===== src/rtl/vrs_pkg.sv =====
package vrs_pkg;
  typedef enum logic [2:0] {
    PH_IDLE    = 3'd0,
    PH_DACOFF  = 3'd1,
    PH_HALT    = 3'd2,
    PH_RESTART = 3'd3,
    PH_RELEASE = 3'd4
  } phase_e;

  // Cycles strictly greater than the interval: floor(hz*us/1e6) + 1
  function automatic longint unsigned settle_cycles(input longint unsigned hz,
                                                    input longint unsigned us);
    return (hz * us) / 64'd1_000_000 + 64'd1;
  endfunction
endpackage


===== src/rtl/vrs_req_decode.sv =====
module vrs_req_decode (
  input  logic req_valid,
  input  logic req_pll_chg,
  input  logic busy,
  input  logic cfg_ext_mute,
  input  logic cfg_filt_hold,
  output logic accept,
  output logic bypass,
  output logic skip_dac
);
  always_comb begin
    accept   = req_valid && req_pll_chg && !busy;
    bypass   = req_valid && !req_pll_chg && !busy;
    skip_dac = cfg_ext_mute || cfg_filt_hold;
  end
endmodule


===== src/rtl/vrs_timer.sv =====
module vrs_timer #(
  parameter int CNT_W = 8
) (
  input  logic             clk,
  input  logic             rst,
  input  logic             load,
  input  logic [CNT_W-1:0] load_val,
  output logic             expired
);
  logic [CNT_W-1:0] cnt_q;

  always_ff @(posedge clk) begin
    if (rst)               cnt_q <= '0;
    else if (load)         cnt_q <= load_val;
    else if (cnt_q != '0)  cnt_q <= cnt_q - 1'b1;
  end

  assign expired = (cnt_q == '0);

  // a loaded count always runs down by exactly one per cycle
  cnt_step_chk: assert property (@(posedge clk) disable iff (rst)
    (!$past(load) && $past(cnt_q) != '0) |-> (cnt_q == $past(cnt_q) - 1'b1));
endmodule


===== src/rtl/vrs_ctrl.sv =====
module vrs_ctrl
  import vrs_pkg::*;
#(
  parameter int MODE_W     = 3,
  parameter int CNT_W      = 8,
  parameter int GAP_CYC    = 4,
  parameter int SETTLE_CYC = 16
) (
  input  logic              clk,
  input  logic              rst,
  input  logic              accept,
  input  logic              bypass,
  input  logic              skip_dac,
  input  logic [MODE_W-1:0] req_mode,
  input  logic              tmr_exp,
  output logic              tmr_load,
  output logic [CNT_W-1:0]  tmr_val,
  output logic              dac_en,
  output logic              pll_run,
  output logic              filt_rst_n,
  output logic [MODE_W-1:0] mode_sel,
  output logic              busy,
  output logic              done
);
  localparam logic [CNT_W-1:0] GAP_LD    = CNT_W'(GAP_CYC - 1);
  localparam logic [CNT_W-1:0] SETTLE_LD = CNT_W'(SETTLE_CYC - 1);

  phase_e            st_q;
  logic              skip_q;
  logic [MODE_W-1:0] pend_q;

  // Timer reload on every phase entry except the return to idle
  always_comb begin
    tmr_load = 1'b0;
    unique case (st_q)
      PH_IDLE:    tmr_load = accept;
      PH_DACOFF:  tmr_load = tmr_exp;
      PH_HALT:    tmr_load = tmr_exp;
      PH_RESTART: tmr_load = tmr_exp && !skip_q;
      PH_RELEASE: tmr_load = 1'b0;
      default:    tmr_load = 1'b0;
    endcase
    tmr_val = (st_q == PH_HALT) ? SETTLE_LD : GAP_LD;
  end

  always_ff @(posedge clk) begin
    if (rst) begin
      st_q       <= PH_IDLE;
      skip_q     <= 1'b0;
      pend_q     <= '0;
      dac_en     <= 1'b1;
      pll_run    <= 1'b1;
      filt_rst_n <= 1'b1;
      mode_sel   <= '0;
      busy       <= 1'b0;
      done       <= 1'b0;
    end else begin
      done <= 1'b0;
      unique case (st_q)
        PH_IDLE: begin
          if (accept) begin
            busy   <= 1'b1;
            skip_q <= skip_dac;
            pend_q <= req_mode;
            if (skip_dac) begin
              st_q       <= PH_HALT;
              pll_run    <= 1'b0;
              filt_rst_n <= 1'b0;
              mode_sel   <= req_mode;
            end else begin
              st_q   <= PH_DACOFF;
              dac_en <= 1'b0;
            end
          end else if (bypass) begin
            mode_sel <= req_mode;
            done     <= 1'b1;
          end
        end
        PH_DACOFF: if (tmr_exp) begin
          st_q       <= PH_HALT;
          pll_run    <= 1'b0;
          filt_rst_n <= 1'b0;
          mode_sel   <= pend_q;
        end
        PH_HALT: if (tmr_exp) begin
          st_q    <= PH_RESTART;
          pll_run <= 1'b1;
        end
        PH_RESTART: if (tmr_exp) begin
          filt_rst_n <= 1'b1;
          if (skip_q) begin
            st_q <= PH_IDLE;
            busy <= 1'b0;
            done <= 1'b1;
          end else begin
            st_q <= PH_RELEASE;
          end
        end
        PH_RELEASE: if (tmr_exp) begin
          st_q   <= PH_IDLE;
          dac_en <= 1'b1;
          busy   <= 1'b0;
          done   <= 1'b1;
        end
        default: st_q <= PH_IDLE;
      endcase
    end
  end

  // Settling monitor: cycles with PLL running and filter still in reset
  logic [CNT_W:0] gap_cnt_q;
  always_ff @(posedge clk) begin
    if (rst)                                       gap_cnt_q <= '0;
    else if (pll_run && !filt_rst_n && !(&gap_cnt_q)) gap_cnt_q <= gap_cnt_q + 1'b1;
    else if (!(pll_run && !filt_rst_n))            gap_cnt_q <= '0;
  end


  settle_min_chk: assert property (@(posedge clk) disable iff (rst)
    $rose(filt_rst_n) |-> (gap_cnt_q >= (CNT_W+1)'(SETTLE_CYC)));

  dac_on_order_chk: assert property (@(posedge clk) disable iff (rst)
    $rose(dac_en) |-> (filt_rst_n && pll_run && done));

  pll_restart_order_chk: assert property (@(posedge clk) disable iff (rst)
    $rose(pll_run) |-> !filt_rst_n);

  dac_off_busy_chk: assert property (@(posedge clk) disable iff (rst)
    !dac_en |-> busy);

  mode_hold_chk: assert property (@(posedge clk) disable iff (rst)
    ((st_q inside {PH_HALT, PH_RESTART, PH_RELEASE}) &&
     ($past(st_q) inside {PH_HALT, PH_RESTART, PH_RELEASE})) |-> $stable(mode_sel));

  done_excl_chk: assert property (@(posedge clk) disable iff (rst)
    done |-> (!busy && !$past(done)));
endmodule


===== src/rtl/vid_reconfig_seq.sv =====
module vid_reconfig_seq
  import vrs_pkg::*;
#(
  parameter int MODE_W    = 3,
  parameter longint CLK_HZ = 100_000_000,
  parameter int SETTLE_US = 2000,
  parameter int GAP_CYC   = 4
) (
  input  logic              clk,
  input  logic              rst,
  input  logic              req_valid,
  input  logic [MODE_W-1:0] req_mode,
  input  logic              req_pll_chg,
  input  logic              cfg_ext_mute,
  input  logic              cfg_filt_hold,
  output logic              dac_en,
  output logic              pll_run,
  output logic              filt_rst_n,
  output logic [MODE_W-1:0] mode_sel,
  output logic              busy,
  output logic              done
);
  localparam int SETTLE_CYC = int'(settle_cycles(CLK_HZ, SETTLE_US));
  localparam int MAX_CYC    = (SETTLE_CYC > GAP_CYC) ? SETTLE_CYC : GAP_CYC;
  localparam int CNT_W      = $clog2(MAX_CYC + 1);

  logic             accept, bypass, skip_dac;
  logic             tmr_load, tmr_exp;
  logic [CNT_W-1:0] tmr_val;

  vrs_req_decode u_dec (
    .req_valid    (req_valid),
    .req_pll_chg  (req_pll_chg),
    .busy         (busy),
    .cfg_ext_mute (cfg_ext_mute),
    .cfg_filt_hold(cfg_filt_hold),
    .accept       (accept),
    .bypass       (bypass),
    .skip_dac     (skip_dac)
  );

  vrs_timer #(.CNT_W(CNT_W)) u_tmr (
    .clk     (clk),
    .rst     (rst),
    .load    (tmr_load),
    .load_val(tmr_val),
    .expired (tmr_exp)
  );

  vrs_ctrl #(
    .MODE_W    (MODE_W),
    .CNT_W     (CNT_W),
    .GAP_CYC   (GAP_CYC),
    .SETTLE_CYC(SETTLE_CYC)
  ) u_ctrl (
    .clk       (clk),
    .rst       (rst),
    .accept    (accept),
    .bypass    (bypass),
    .skip_dac  (skip_dac),
    .req_mode  (req_mode),
    .tmr_exp   (tmr_exp),
    .tmr_load  (tmr_load),
    .tmr_val   (tmr_val),
    .dac_en    (dac_en),
    .pll_run   (pll_run),
    .filt_rst_n(filt_rst_n),
    .mode_sel  (mode_sel),
    .busy      (busy),
    .done      (done)
  );

  initial begin

    gap_param_chk: assert (GAP_CYC >= 1 && SETTLE_CYC >= 2);
  end


  accept_busy_chk: assert property (@(posedge clk) disable iff (rst)
    (req_valid && req_pll_chg && !busy) |=> busy);

  bypass_quiet_chk: assert property (@(posedge clk) disable iff (rst)
    (req_valid && !req_pll_chg && !busy) |=> (!busy && done && pll_run && filt_rst_n && dac_en));
endmodule


===== config.mk =====
export PLATFORM = sky130hd
export DESIGN_NAME = vid_reconfig_seq
export DESIGN_NICKNAME = d
export VERILOG_FILES = /design/src/rtl/vrs_pkg.sv /design/src/rtl/vrs_req_decode.sv /design/src/rtl/vrs_timer.sv /design/src/rtl/vrs_ctrl.sv /design/src/rtl/vid_reconfig_seq.sv
export SDC_FILE = /design/constraint.sdc
export NUM_CORES = 1
export LEC_CHECK = 0
export ABC_AREA = 1
export BUFFER_PORTS_ARGS = -buffer_cell sky130_fd_sc_hd__buf_4
export CAP_MARGIN = 15
export CORE_ASPECT_RATIO = 0.7
export CORE_MARGIN = 1.5
export CORE_UTILIZATION = 62
export DETAILED_ROUTE_END_ITERATION = 10
export PLACE_DENSITY = 0.85
export REMOVE_ABC_BUFFERS = 1
export SLEW_MARGIN = 20
export SYNTH_ARGS = -nofsm -noshare
export SYNTH_HDL_FRONTEND = slang
export SYNTH_HIERARCHICAL = 1
export SYNTH_SLANG_ARGS = --single-unit
export TNS_END_PERCENT = 50

===== constraint.sdc =====
create_clock -name clk -period 7.9 [get_ports clk]
set_input_delay 0.79 -clock clk [delete_from_list [all_inputs] [get_ports clk]]
set_output_delay 0.79 -clock clk [all_outputs]
set_load 0.02 [all_outputs]

==> metrics.txt, run 1 <==
status=finished clean; Clock Sink Count=33; Max stage delay on crit path=710 ps; Synth top cells by count=115 x nand2_1, 48 x nor2_1, 35 x inv_1; via count=2148; Synth top area share=around 29%; Post-route DRC=0; FF+latch count, synth=33; worst path arrival time=4000 ps; routed vias/inst=5.10; multi-input logic area=1340 um2; number of global-route vias before repair=~1.8k; WP buf/inv=2; CP top delay family=simple AND/OR/NAND/NOR gates; CTS tree=done; largest net degree at the start of global routing=21; CTS Hold Buffers Added=0; Die Y=53.9 um; DIE AREA=just over 4000 um2; Max IR drop VDD=255 uV; Syn. warnings=6; DRT iter0 DRCs=195; drt wl/cell=11.3 um; gr usage total=26.4%; worst setup margin=roughly 4000 ps; Post-synth EDFFs=0; ANT nets after route=0; HP Class=reg -> reg; CTS Buffer Depth=2; worst reg2reg setup slack=4110 ps; Slew HR=37.9%; antenna violations before repair=0; top cell type by total area after synthesis=dfxtp_1; Resized cells post-CTS=0; library cells used by synthesis=33; dpl hpwl=3480 um; Clock transition at path regs=70 ps; antenna fix cells=0; WS Path Type=reg -> reg; leakage=1.24 nW; grt ovf=0; worst path required time=8110 ps; Core Area=around 3500 um2; Initial Util=65.0%; Inserted Clock Buffers=5; drt pass-1 iters=5; Worst-Skew Late Latency=280 ps; worst hold start=u_ctrl/pend_q[2]; # IOs=17; IO buf count=16; Rows=18; CP startpoint kind=flip-flop; post-synthesis sequential area ratio=28.8%; Slew Viols, Final=0; synth top area cells=dfxtp_1 29%, nand2_1 19%, nor2_1 7.8%, nand3_1 7.2%, buf_4 6.2%; Max-Cap Viols=0; crit path max-delay cell type=nor4_1; dpl ws=4210 ps; Critical R2R Launch=u_tmr/cnt_q[0]; nets=380; Async S/R FF share, synth=0%; RSZ-0062 raised after global routing=false; setup violators final=0; CTS Root Cell=clkbuf_8; Least-Margin Pin Slew=around 900 ps; Tmin final=3790 ps; Setup TNS=0 ps; Final Skew=4.95 ps; PwrDens=495 nW/um2; Syn-to-layout area delta=5.66%; Crit. End Element=flip-flop; routability cong.=around 0.88; syn avg cell area=roughly 6.3 um2; # fillers=about 330; worst-path maximum fanout=20; Max Clk Rate=0.264 GHz; Post-Syn Instances=364; leading cell type by number of instances after synthesis=nand2_1; H-tree levels=2; Total Wirelength=4760 um; first-pass GRT wire length=~8100 um; Seq. cell area=between 600 and 700 um2; Cell Chain, Critical Path=inv_1 > ha_1 > nand2_2 > nor2_8 > nand2_1 > nor4_1 > nand3_1 > nand3_1 > inv_1 > nand4_4 > nand2_1 > a21oi_1; Hold Vio Cnt, Final=0; Die Wd=75.8 um; Syn Std Cell Area=approximately 2300 um2; Tcrit/Tclk final=48.0%; crit path from=u_tmr/cnt_q[0]; post-CTS repair timing setup buffer count=0; share of layout cells above drive strength 1=15.4%; Synth Flop Type=dfxtp_1
==> metrics by stage <==
stage | total power [W] | cells | utilization (%) | hold slack (ps) | area, um2
5_1_grt | 0.00132 | 421 | 68.6 | 484 | 2430
4_1_cts | 0.00119 | 421 | 68.6 | 457 | 2430
3_3_place_gp | 0.00102 | 413 | 65.8 | 435 | 2330
2_1_floorplan | 0.000894 | 347 | - | 425 | 2140
6_report | 0.00120 | 421 | 68.6 | 455 | 2430
3_5_place_dp | 0.00105 | 413 | 65.8 | 448 | 2330
==> kinds of logic after synthesis <==
| family | Yosys count | synth area share (%) |
|---|---|---|
| flops | 33 | 28.8 |
| xor+xnor | 3 | 1.14 |
| compound gates | 29 | 6.43 |
| fa+ha+maj | 1 | 0.545 |
| other cells | 1 | 0.163 |
| simple gates | 233 | 48.4 |
| buf+inv | 64 | 14.6 |
==> registers in the layout, indices dropped and copies added, names as in the netlist, 3 cells and up <==
| register | count |
|---|---|
| u_tmr/cnt_q | 18 |
| u_ctrl/mode_sel | 3 |
| u_ctrl/pend_q | 3 |
| u_ctrl/st_q | 3 |
==> worst reg2reg max path, stage by stage (launching register included) <==
cell and delay (ps):
dfxtp_1 320, inv_1 80, ha_1 200, nand2_2 130
nor2_8 210, nand2_1 110, nor4_1 710, nand3_1 200
nand3_1 560, inv_1 530, nand4_4 370, nand2_1 160
a21oi_1 140
==> area by class of cell <==
| type | count | area share (%) |
|---|---|---|
| Multi-Input combinational cell | 276 | 55.0 |
| Sequential cell | 33 | 27.2 |
| Inverter | 38 | 6.08 |
| Clock inverter | 1 | 0.206 |
| Clock buffer | 7 | 3.97 |
| Tap cell | 50 | 2.58 |
| Timing Repair Buffer | 16 | 4.95 |
==> metal layers <==
layer  vias to the layer above  GRT usage [%]  routed length, um
met2                        55           39.6               2050
met1                       963           38.1               2390
met5                         -              0                  0
li1                       1119              -                  -
met3                        11           6.18                256
met4                         0           6.55                 57
==> cells in the final DEF (no fill, tap or decap) <==
| cell | instances |
|---|---|
| nor4_1 | 1 |
| a21oi_1 | 13 |
| ha_1 | 1 |
| nand3_4 | 1 |
| nand3b_2 | 1 |
| o211ai_1 | 1 |
| o21ai_0 | 15 |
| nand3b_1 | 1 |
| nand2_1 | 115 |
| conb_1 | 10 |
| nand4_4 | 1 |
| buf_4 | 16 |
| xor2_1 | 2 |
| inv_4 | 2 |
| nand2_2 | 7 |
| or2_1 | 1 |
| nor2_4 | 5 |
| nand4_1 | 3 |
| or2_2 | 2 |
| inv_2 | 1 |
| dfxtp_1 | 33 |
| nor2_2 | 7 |
| inv_1 | 35 |
| nand3_1 | 33 |
| nand3_2 | 2 |
| nor2_8 | 2 |
| clkbuf_8 | 7 |
| nand2_4 | 2 |
| xnor2_1 | 1 |
| clkinv_2 | 1 |
| and2_1 | 1 |
| nor2_1 | 48 |
==> report_power, final <==
part | internal (W) | switching [W] | total (W)
sequential | 0.000233 | 0.0000719 | 0.000305
combinational | 0.000260 | 0.000495 | 0.000755
clock | 0.0000788 | 0.0000629 | 0.000142
==> final timing paths <==
check	to	cells after the start
min reg2reg	u_ctrl/pend_q[2]	2
min	u_ctrl/pend_q[2]	2
max reg2reg	u_tmr/cnt_q[2]	12
max	u_tmr/cnt_q[2]	12
(Power assumes the default switching activity.)
==> run 2: changes to the inputs <==
ABC_AREA = 0   (was 1)
CORE_UTILIZATION = 59   (was 62)
PLACE_DENSITY = 0.82   (was 0.85)
clock period = 3.6 ns   (was 7.9 ns; I/O delays follow)
==> metrics.txt, run 2 <==
Die Wd=71.3 um; Die Y=50.8 um; status=finished clean; post-synthesis sequential area ratio=34.3%; Synth Area in XOR/XNOR=under 10%; # IOs=17; # fillers=267; hold_ws=around 330 ps; Inserted Clock Buffers=5; CTS Hold Buffers Added=0; WP buf/inv=3; largest net degree at the start of global routing=28; crit path max-delay cell type=nor4b_2; Synth Flop Type=dfxtp_1; Max-Cap Viols=0; Max IR drop VDD=574 uV; Final Skew=4.58 ps; grt ovf=0; Tcrit/Tclk final=86.6%; Synth top area share=~34%; Syn-to-layout area delta=6.89%; fin util=65.8%; IO buf count=16; HP Class=in -> reg; via count=approximately 1.6k; dpl cells=273; H-tree levels=2; routability cong.=0.800; Initial Util=approximately 62%; nets=252; setup violators final=0; drt pass-1 iters=4; number of global-route vias before repair=1392; Crit. End Element=flip-flop; commonest non-fill, non-tap cell in the layout=dfxtp_1; Total Wirelength=3750 um; Rows=17; worst path arrival time=between 3000 and 4000 ps; largest family of logic cells by synthesized area=simple AND/OR/NAND/NOR gates; Max stage delay on crit path=460 ps; leakage=around 0.8 nW; Synth top cells by count=33 x dfxtp_1, 23 x nand2_1, 17 x nor2_1; DRT iter0 DRCs=106; gr usage total=23.2%; Clock transition at path regs=about 60 ps; Slew Viols, Final=0; Async S/R FF share, synth=0%; Worst-Skew Late Latency=270 ps; routed vias/inst=5.65; Tmin final=3120 ps; CTS Buffer Depth=2; crit-path most repeated cell=buf_4; CP startpoint kind=flip-flop; Core Area=about 3100 um2; syn avg cell area=between 8 and 9 um2; Simple-Gate Fraction of Synth Area=27.3%; Post-Syn Instances=231; ANT nets after route=0; multi-input logic area=1080 um2; post-synthesis adder-cell area fraction=less than 1%; PwrDens=roughly 750 nW/um2; CP top delay family=simple AND/OR/NAND/NOR gates; FF+latch count, synth=33; Least-Margin Pin Slew=634 ps; Clock Sink Count=33; mux cell area share after synthesis=4.23%; Max Clk Rate=0.321 GHz; CTS tree=done; synth top area cells=dfxtp_1 34%, buf_4 6.2%, nand2_1 4.5%, mux2i_1 3.6%, o21ai_0 3.6%; antenna fix cells=0; CTS Root Cell=clkbuf_8; Finished Cell Area=2060 um2; Resized cells post-CTS=0; DIE AREA=3620 um2; Syn. warnings=6; Post-route DRC=0; most frequent cells in the layout=33 x dfxtp_1, 23 x nand2_1, 20 x buf_4; RSZ-0062 raised after global routing=false; worst-path maximum fanout=24; Seq. cell area=661 um2; Slew HR=57.7%; post-route insts no fill=279; antenna violations before repair=0; Syn Std Cell Area=1920 um2; post-CTS repair timing setup buffer count=0; worst setup margin=481 ps; Hold Vio Cnt, Final=0; Reg with most FFs=u_tmr/cnt_q; share of layout cells above drive strength 1=around 16%; compound-cell area share of the yosys netlist=17.3%; first-pass GRT wire length=6500 um; dpl ws=550 ps; WS Path Type=reg -> reg; leading cell type by number of instances after synthesis=dfxtp_1; dpl cell area=1980 um2; library cells used by synthesis=55; top cell type by total area after synthesis=dfxtp_1; drt wl/cell=13.4 um; dpl hpwl=between 2000 and 3000 um; worst path required time=3750 ps; Post-synth EDFFs=0; Cell Chain, Critical Path=inv_1 > ha_1 > nor4b_2 > nand3_1 > buf_4 > nor2_2 > nor2b_1 > a2111oi_2 > buf_4 > or3_1 > o21ai_0; max reg flops=18
## run 2: cell types whose count changed in the layout (fill, tap and decap cells not counted), sizes merged, moves of 6 or more
cell | before | now
nand2 | 124 | 23
nor2 | 62 | 18
nand3 | 36 | 4
inv | 38 | 11
nor3 | 0 | 9
mux2i | 0 | 7
xnor2 | 1 | 8
a221oi | 0 | 6
or3 | 0 | 6
## run 2: where the power goes
part	total [W]	switching [W]	internal (W)
clock network	0.000249	0.000122	0.000127
logic	0.000709	0.000385	0.000324
registers	0.000582	0.000116	0.000465
## run 2: worst min-delay path, stage by stage
cell and delay [ps]:
buf_4 80, mux2i_1 60, nor2_1 70
## run 2: through the flow
| stage | power [W] | TNS [ps] |
|---|---|---|
| floorplan | 0.00110 | -23520 |
| global placement | 0.00127 | 0 |
| detailed placement | 0.00128 | 0 |
| CTS | 0.00154 | 0 |
| global route | 0.00167 | 0 |
| finish | 0.00154 | 0 |
## run 2: metal layers
metal	wire (um)	track usage, %	share of wire, %
met1	1930	35.9	52
met2	1560	31.5	42
met3	244	5.42	6.5
met4	10	6.60	0.27
met5	0	0	0
## run 2: worst paths after layout
kind | start | end | slack (ps) | cells after the start
worst min register to register | u_ctrl/mode_sel[2] | u_ctrl/mode_sel[2] | 480 | 2
worst max register to register | u_tmr/cnt_q[0] | u_tmr/cnt_q[13] | 480 | 11
worst min-delay path | req_mode[2] | u_ctrl/pend_q[2] | 330 | 3
worst max-delay path | u_tmr/cnt_q[0] | u_tmr/cnt_q[13] | 480 | 11
## run 2: area by class of cell
cell class,count,area share [%]
Multi-Input combinational cell,171,52.7
Sequential cell,33,32.1
Timing Repair Buffer,20,7.30
Clock buffer,5,3.35
Tap cell,38,2.31
Inverter,11,2.01
Clock inverter,1,0.243
## run 2: cell families after synthesis
kind of cell	after synthesis
and+or+nand+nor	93
DFF	33
muxes	8
adders and majority gates	1
xor gates and xnor gates	10
other	1
buffers and inverters	36
AOI/OAI and AO/OA	49
==> run 3: changes to the inputs <==
ABC_AREA = 1   (was 0)
CORE_MARGIN = 2   (was 1.5)
CORE_UTILIZATION = 60   (was 59)
PLACE_DENSITY = 0.83   (was 0.82)
SKIP_LAST_GASP = 1   (was not set)
==> metrics.txt, run 3 (synthesis results as in run 1) <==
first-pass GRT wire length=8640 um; Final Skew=about 3.6 ps; # IOs=17; Worst R2R End=u_tmr/cnt_q[4]; Max-Cap Viols=0; Initial Util=between 60% and 70%; nets=382; Max Clk Rate=0.342 GHz; worst path required time=3820 ps; worst hold start=req_mode[0]; gr usage total=24.9%; ANT nets after route=0; post-CTS repair timing setup buffer count=0; Critical R2R Launch=u_tmr/cnt_q[0]; Reg with most FFs=u_tmr/cnt_q; Hold Vio Cnt, Final=0; setup violators final=0; routability cong.=0.887; antenna violations before repair=0; worst path arrival time=3150 ps; HP Class=in -> reg; Total Wirelength=4860 um; share of layout cells above drive strength 1=15.8%; worst reg2reg setup slack=680 ps; WP depth=14; grt ovf=0; CP top delay family=simple AND/OR/NAND/NOR gates; commonest non-fill, non-tap cell in the layout=nand2_1; CP startpoint kind=flip-flop; Slew Viols, Final=0; Slew HR=57.9%; WP buf/inv=4; drt pass-1 iters=5; Core Area=between 3000 and 4000 um2; crit path to=u_tmr/cnt_q[4]; IO buf count=16; leakage=1.25 nW; Tcrit/Tclk final=approximately 80%; PwrDens=1090 nW/um2; Tmin final=between 2000 and 3000 ps; Inserted Clock Buffers=5; crit path from=u_tmr/cnt_q[0]; via count=2169; status=finished clean; Post-route DRC=0; Worst Reg2Reg Path Length in Cells=14; # fillers=~330; worst-path maximum fanout=20; WS Path Type=reg -> reg; antenna fix cells=0; max reg flops=18; Clock Sink Count=33; Die Wd=78.0 um; CTS Root Cell=clkbuf_8; Cell Chain, Critical Path=inv_1 > ha_1 > nand2_2 > nor2_8 > nand2_1 > nor4_1 > buf_4 > nand3_1 > nand3_1 > buf_4 > inv_1 > nand4_4 > nand2_1 > a21oi_1; drt wl/cell=11.5 um; Rows=18; Max IR drop VDD=about 630 uV; Crit. End Element=flip-flop; CTS Buffer Depth=2; CTS Hold Buffers Added=0; Die Y=55.8 um; Resized cells post-CTS=0; DRT iter0 DRCs=176; most frequent cells in the layout=115 x nand2_1, 48 x nor2_1, 35 x inv_1; H-tree levels=2; hold_ws=370 ps; Max stage delay on crit path=350 ps; crit path max-delay cell type=nand4_4; CTS tree=done; routed vias/inst=5.13; Clock transition at path regs=about 70 ps; Least-Margin Pin Slew=around 630 ps; number of global-route vias before repair=2035; largest net degree at the start of global routing=21; Worst-Skew Late Latency=slightly below 300 ps; DIE AREA=4350 um2; Setup TNS=0 ps; Syn-to-layout area delta=6.32%; RSZ-0062 raised after global routing=false; dpl hpwl=3460 um
[run 3: changes by cell type in the layout (fill, tap and decap cells not counted), moves of 5 or more]
cell      before  now
nand2_2        0    7
xnor2_1        8    1
nor2_4         0    5
or3_1          6    0
nor2_2         1    7
nand3_1        4   33
nor2_1        17   48
a221oi_1       5    0
inv_1         11   35
mux2i_1        7    0
nor3_1         9    0
nand2_1       23  115
[run 3: report_power, final]
| part | internal [W] | switching [W] |
|---|---|---|
| logic | 0.000584 | 0.00108 |
| registers | 0.000512 | 0.000158 |
| clock network | 0.000173 | 0.000140 |
| total | 0.00127 | 0.00138 |
[run 3: cell type report]
type,instances,area [um2],area share (%)
Clock buffer,7,96.3,3.94
Clock inverter,1,5.00,0.205
Inverter,38,148,6.05
Multi-Input combinational cell,276,1340,54.7
Sequential cell,33,661,27.0
Tap cell,50,62.6,2.56
Timing Repair Buffer,18,135,5.53
[run 3: metrics by stage]
step / setup WS, ps / util [%] / power (W) / std cells / area, um2
floorplan: 637 / - / 0.00196 / 347 / 2140
global placement: 841 / 65.0 / 0.00226 / 415 / 2340
detailed placement: 717 / 65.0 / 0.00231 / 415 / 2340
CTS: 713 / 67.8 / 0.00264 / 423 / 2440
global route: 412 / 67.8 / 0.00293 / 423 / 2440
finish: 676 / 67.8 / 0.00265 / 423 / 2440
[run 3: worst min-delay path by stage]
stage                       end  slack [ps]  cells past startpoint
2_1_floorplan  u_ctrl/pend_q[0]         420                      2
3_3_place_gp   u_ctrl/pend_q[2]         440                      2
3_5_place_dp   u_ctrl/pend_q[1]         440                      2
4_1_cts        u_ctrl/pend_q[1]         360                      3
5_1_grt        u_ctrl/pend_q[2]         390                      3
6_report       u_ctrl/pend_q[0]         370                      3
[run 3: worst min-delay path, stage by stage]
cell     delay (ps)
buf_4            80
o21ai_0          70
a21oi_1         110
[run 3: layer usage]
layer / vias to the layer above / share of wire [%] / GRT usage [%]
met5: - / 0 / 0
met4: 0 / 1.5 / 9.52
met3: 9 / 8.0 / 6.98
met2: 92 / 43 / 38.7
met1: 947 / 47 / 33.0
li1: 1121 / - / -
